$ cat config.mk
export PLATFORM = sky130hd
export DESIGN_NAME = wdrr_sched
export DESIGN_NICKNAME = d
export VERILOG_FILES = /design/src/rtl/wdrr_pkg.sv /design/src/rtl/wdrr_rr_pick.sv /design/src/rtl/wdrr_credit.sv /design/src/rtl/wdrr_sched.sv
export SDC_FILE = /design/constraint.sdc
export NUM_CORES = 1
export LEC_CHECK = 0
export ABC_AREA = 1
export BUFFER_PORTS_ARGS = -buffer_cell sky130_fd_sc_hd__buf_2
export CAP_MARGIN = 20
export CELL_PAD_IN_SITES_DETAIL_PLACEMENT = 0
export CELL_PAD_IN_SITES_GLOBAL_PLACEMENT = 2
export CORE_MARGIN = 2
export CORE_UTILIZATION = 32
export DETAILED_ROUTE_END_ITERATION = 8
export HOLD_SLACK_MARGIN = 0.15
export PLACE_DENSITY = 0.94
export SYNTH_ARGS = -nofsm -noshare
export SYNTH_HDL_FRONTEND = slang
export SYNTH_SLANG_ARGS = --single-unit
export TNS_END_PERCENT = 20
$ cat constraint.sdc
create_clock -name clk_i -period 4.12 [get_ports clk_i]
set_input_delay 0.412 -clock clk_i [delete_from_list [all_inputs] [get_ports clk_i]]
set_output_delay 0.412 -clock clk_i [all_outputs]
set_load 0.005 [all_outputs]
$ cat src/rtl/wdrr_pkg.sv
package wdrr_pkg;
  typedef enum logic [1:0] {
    ST_PICK  = 2'd0,
    ST_SERVE = 2'd1,
    ST_GRANT = 2'd2
  } wdrr_st_e;
endpackage

$ cat src/rtl/wdrr_rr_pick.sv
module wdrr_rr_pick #(
  parameter int NQ    = 4,
  parameter int IDX_W = 2
) (
  input  logic [NQ-1:0]    req_i,
  input  logic [IDX_W-1:0] base_i,
  output logic             hit_o,
  output logic [IDX_W-1:0] idx_o
);
  // scan downward so the nearest request at or after base_i wins
  always_comb begin
    hit_o = 1'b0;
    idx_o = base_i;
    for (int k = NQ - 1; k >= 0; k--) begin
      int j;
      j = int'(base_i) + k;
      if (j >= NQ) j = j - NQ;
      if (req_i[j]) begin
        hit_o = 1'b1;
        idx_o = IDX_W'(j);
      end
    end
  end
endmodule

$ cat src/rtl/wdrr_credit.sv
module wdrr_credit #(
  parameter int LEN_W  = 10,
  parameter int QNT_W  = 10,
  parameter int CRED_W = 12
) (
  input  logic              clk_i,
  input  logic              rst_ni,
  input  logic              clr_i,
  input  logic              add_i,
  input  logic [QNT_W-1:0]  quantum_i,
  input  logic              sub_i,
  input  logic [LEN_W-1:0]  len_i,
  output logic [CRED_W-1:0] credit_o
);
  always_ff @(posedge clk_i or negedge rst_ni) begin
    if (!rst_ni)    credit_o <= '0;
    else if (clr_i) credit_o <= '0;
    else if (add_i) credit_o <= credit_o + CRED_W'(quantum_i);
    else if (sub_i) credit_o <= credit_o - CRED_W'(len_i);
  end
endmodule

$ cat src/rtl/wdrr_sched.sv
module wdrr_sched
  import wdrr_pkg::*;
#(
  parameter int NQ    = 4,
  parameter int LEN_W = 10,
  parameter int QNT_W = 10,
  parameter int IDX_W = $clog2(NQ)
) (
  input  logic                clk_i,
  input  logic                rst_ni,
  input  logic [NQ-1:0]       q_nonempty_i,
  input  logic [NQ*LEN_W-1:0] head_len_i,
  input  logic [NQ*QNT_W-1:0] quantum_i,
  output logic                grant_valid_o,
  input  logic                grant_ready_i,
  output logic [IDX_W-1:0]    grant_qid_o,
  output logic [LEN_W-1:0]    grant_len_o
);
  // credit never exceeds quantum + head length - 1
  localparam int CRED_W = ((LEN_W > QNT_W) ? LEN_W : QNT_W) + 1;

  wdrr_st_e          st_q;
  logic [IDX_W-1:0]  ptr_q, cur_q, sel, nxt_ptr;
  logic              hit, fits;
  logic [NQ-1:0]     add_en, sub_en, clr_en;
  logic [CRED_W-1:0] credit [NQ];
  logic [LEN_W-1:0]  heads  [NQ];
  logic [LEN_W-1:0]  glen_q;
  logic              gv_q;

  wdrr_rr_pick #(.NQ(NQ), .IDX_W(IDX_W)) u_pick (
    .req_i (q_nonempty_i),
    .base_i(ptr_q),
    .hit_o (hit),
    .idx_o (sel)
  );

  for (genvar i = 0; i < NQ; i++) begin : g_q
    assign heads[i]  = head_len_i[i*LEN_W +: LEN_W];
    assign clr_en[i] = !q_nonempty_i[i] && !(st_q == ST_GRANT && cur_q == IDX_W'(i));
    wdrr_credit #(.LEN_W(LEN_W), .QNT_W(QNT_W), .CRED_W(CRED_W)) u_cred (
      .clk_i    (clk_i),
      .rst_ni   (rst_ni),
      .clr_i    (clr_en[i]),
      .add_i    (add_en[i]),
      .quantum_i(quantum_i[i*QNT_W +: QNT_W]),
      .sub_i    (sub_en[i]),
      .len_i    (glen_q),
      .credit_o (credit[i])
    );
  end

  assign fits    = CRED_W'(heads[cur_q]) <= credit[cur_q];
  assign nxt_ptr = (cur_q == IDX_W'(NQ - 1)) ? '0 : cur_q + 1'b1;

  always_comb begin
    add_en = '0;
    sub_en = '0;
    if (st_q == ST_PICK && hit) add_en[sel] = 1'b1;
    if (st_q == ST_GRANT && grant_ready_i) sub_en[cur_q] = 1'b1;
  end

  always_ff @(posedge clk_i or negedge rst_ni) begin
    if (!rst_ni) begin
      st_q   <= ST_PICK;
      ptr_q  <= '0;
      cur_q  <= '0;
      gv_q   <= 1'b0;
      glen_q <= '0;
    end else begin
      unique case (st_q)
        ST_PICK: if (hit) begin
          cur_q <= sel;
          st_q  <= ST_SERVE;
        end
        ST_SERVE: begin
          if (q_nonempty_i[cur_q] && fits) begin
            gv_q   <= 1'b1;
            glen_q <= heads[cur_q];
            st_q   <= ST_GRANT;
          end else begin
            ptr_q <= nxt_ptr;
            st_q  <= ST_PICK;
          end
        end
        ST_GRANT: if (grant_ready_i) begin
          gv_q <= 1'b0;
          st_q <= ST_SERVE;  // head updates before next decision
        end
        default: st_q <= ST_PICK;
      endcase
    end
  end

  assign grant_valid_o = gv_q;
  assign grant_qid_o   = cur_q;
  assign grant_len_o   = glen_q;
endmodule

==> impl_results.md <==
- Worst path most repeated cell: nand2_1
- Synth top area cells: dfrtp_1, nand2_1, ha_1
- Clk buf depth: 2
- Mapped Area: between 6000 and 7000 um^2
- Cts bufs inserted: 9
- Fmax: around 270 MHz
- Initial antenna violation count: 0
- HP Class: in2async
- CP delay by family, top: simple AND/OR/NAND/NOR gates
- MaxCap Viol Count: 0
- Antenna diode count: 0
- Commonest non-fill, non-tap cell in the layout: nand2_1
- Final Max Tran Viols: 0
- Outcome: finished, final reports clean
- Most frequent cells in the layout: nand2_1, buf_2, inv_1, nor2_1, o21ai_0
- Buffers on Ports: 99
- Crit path cell chain: inv_6, nand2_1, nand2_1, nand2_1, nand2_2, inv_1, nand2_2, nand3_2, nand2_4, nand3_4, a21oi_1, ha_1, inv_1, fa_1, inv_1, nand3_1, nand2_1, nand2_1, nand2_1, a21oi_1, o21ai_0, a21oi_1, xor2_1, o21ai_0
- WP data arrival: slightly below 4 ns
- WP buf/inv: 4
- VDD IR max: 0.2893 mV
- Antenna viol nets, final: 0
- Crit start category: flip-flop
- Worst-Skew Late Latency: roughly 0.34 ns
- Slowest stage delay, CP: slightly below 0.5 ns
- Clock Skew: 0.006397 ns
- Pin count of the biggest net entering global routing: 39
- RSZ-0062 raised after global routing: no
- Post-layout min period: 3.697 ns
- GRT Total Usage: between 20 and 25%
- Nets: between 1000 and 1500
- DR WL/cell: roughly 16 um
- Clk sinks: approximately 60
- Uppermost layer routed: met4
- DRC violations left: 0
- Layout area overhead: 17.21%
- Leak: 3.631 nW
- Share of post-route cells with drive strength above 1: between 10% and 20%
- Gpl congestion: ~0.86
- Slowest CP cell: dfrtp_2
- Yosys cell types: between 40 and 50
- Setup WS pre-CTS: 0.3511 ns
- Slew HR: between 30% and 40%
- Post-CTS setup buffer count: 0
- Setup TNS: 0 ns
- Die Width: around 140 um
- CORE AREA: 19330 um^2
- Final setup violation count: 0
- I/O pins: 100
- Gate count of the mapped netlist: just over 900
- Clk slew on worst S/H paths: approximately 0.06 ns
- Placement Cell Area: 7014 um^2
- Vias in the first global route: roughly 5900
- Syn_nets: around 1100
- Post-Syn Area per Cell: around 6.8 um^2
- H-tree depth: 3
- CTS tree: built
- Crit path max fanout: 19
- DP Wirelength: 16310 um
- WP data required: around 4.4 ns
- Worst Tran Pin Value: roughly 0.94 ns
- Final hold viol count: 0
- Metal3 WL: roughly 970 um
- Setup Crit Path Kind: reg2reg
- DR iter-0 viols: 391
- First-pass GRT wire length: ~32000 um
- Met2 wire length: ~9100 um
- Gr ovfl total: 0
- Die area: ~21000 um^2
- Yosys top cell by area: dfrtp_1
- Starting density of the core: about a third
- DRT Pass-1 Iters: 5
- Pwr dens: 893.0 nW/um^2
- DRT met1 WL: about 10000 um
- DR vias: roughly 6300
- Final Cell Area: between 7000 and 8000 um^2
- Root Driver: clkbuf_16
- DR vias/cell: just under 5
- Synth top area share: roughly 24%
- CP endpoint kind: flip-flop
- #FFs+latches synth: 61
- Final wirelength: between 20000 and 25000 um
- Synth warn: 0
- Setup slack after layout: ~0.42 ns
- Fill cell count: about 2100
- Sequential area share after synthesis: around 24%
- Std cell rows: 51
- Die height: approximately 140 um
- Fin crit share: between 80% and 90%
metrics by stage:
step	utilization [%]	hold slack [ns]	power [W]	std cells
2_1_floorplan	-	0.1164	0.004517	923
3_3_place_gp	36.28	0.4713	0.005711	1273
3_5_place_dp	36.28	0.4677	0.005718	1273
4_1_cts	37.90	0.2479	0.006547	1289
5_1_grt	37.90	0.2890	0.007231	1289
6_report	37.90	0.2123	0.006544	1289
worst register-to-register path, cell delays in order, from the launching register on:
cell and delay [ns]:
dfrtp_2 0.49, inv_6 0.11, nand2_1 0.05, nand2_1 0.07, nand2_1 0.08, nand2_2 0.10
inv_1 0.05, nand2_2 0.07, nand3_2 0.08, nand2_4 0.14, nand3_4 0.25, a21oi_1 0.23
ha_1 0.25, inv_1 0.11, fa_1 0.38, inv_1 0.13, nand3_1 0.09, nand2_1 0.09
nand2_1 0.07, nand2_1 0.07, a21oi_1 0.08, o21ai_0 0.18, a21oi_1 0.10, xor2_1 0.15
o21ai_0 0.18
per-layer routing:
layer	track usage, %	vias up
met5	0	-
met1	28.13	2881
met2	32.43	157
li1	-	3264
met3	2.732	25
met4	7.843	0
power by group:
| group | switching (W) | internal (W) | leakage [nW] |
|---|---|---|---|
| logic | 0.00309 | 0.00167 | 2.69 |
| clock network | 0.000287 | 0.000517 | 0.152 |
| registers | 0.000183 | 0.000794 | 0.789 |
| total | 0.00356 | 0.00298 | 3.63 |
registers in the layout, summed over array words and instances, names as in the netlist:
signal	cells
ptr_q	2
grant_valid_o	1
grant_len_o	10
g_q.u_cred.credit_o	44
grant_qid_o	2
st_q	2
final timing paths:
kind / end / depth (start not counted) / slack, ns / startpoint
worst max register to register: g_q[3].u_cred.credit_o[8]$_DFFE_PN0P_ / 24 / 0.42 / ptr_q[0]$_DFFE_PN0P_
max in group asynchronous: grant_valid_o$_DFFE_PN0P_ / 2 / 3.01 / rst_ni
min in group clk_i: st_q[1]$_DFFE_PN0P_ / 2 / 0.33 / grant_ready_i
worst min register to register: grant_valid_o$_DFFE_PN0P_ / 2 / 0.48 / grant_valid_o$_DFFE_PN0P_
worst max-delay path: g_q[3].u_cred.credit_o[8]$_DFFE_PN0P_ / 24 / 0.42 / ptr_q[0]$_DFFE_PN0P_
worst min-delay path: g_q[1].u_cred.credit_o[7]$_DFFE_PN0P_ / 1 / 0.21 / rst_ni
Yosys cell counts:
cell type,instances
nand2_1,235
inv_1,98
nor2_1,87
o21ai_0,78
a21oi_1,70
dfrtp_1,61
ha_1,55
nand3_1,43
o21ai_1,22
o22ai_1,19
xor2_1,18
clkbuf_1,12
mux2_2,10
nor3_1,10
nand2_2,9
buf_2,7
inv_2,7
nand2_4,7
o21ai_2,7
buf_6,6
nand4_1,6
xnor2_1,6
a31oi_1,5
fa_1,4
nor2_4,4
o2111ai_1,4
a211oi_1,3
a21oi_4,3
a22o_1,3
o211ai_1,3
o21a_1,3
o221ai_1,3
or2_2,3
buf_4,2
nand3_4,2
and2_4,1
inv_4,1
inv_6,1
nand3_2,1
nand3b_1,1
nor3_2,1
o21bai_1,1
o31ai_1,1
cell families after synthesis:
| group | count (synthesis) | synth area share [%] |
|---|---|---|
| AND/OR/NAND/NOR | 410 | 28.50 |
| AO/OA/AOI/OAI | 225 | 20.49 |
| buffers and inverters | 134 | 9.145 |
| flip-flops | 61 | 24.41 |
| adder cells (fa/ha/maj) | 59 | 12.29 |
| XOR/XNOR | 24 | 3.362 |
| multiplexers | 10 | 1.801 |
cell type report:
cell class	count	area [um^2]	area share, %
flip-flops and latches	61	1528	20.85
inverters	107	409.1	5.583
well taps	265	331.6	4.524
clock buffers	13	270.3	3.688
repair buffers	112	593.1	8.093
clock inverters	3	42.54	0.5805
multi-input cells	728	4154	56.68
what timing repair did:
| action | 4_1_cts | 5_1_grt |
|---|---|---|
| hold buffers | 0 | 0 |
| gates resized for setup | 0 | 1 |
| endpoints found under the setup margin | 0 | 2 |
No activity file was read; power rests on OpenSTA's default activity.
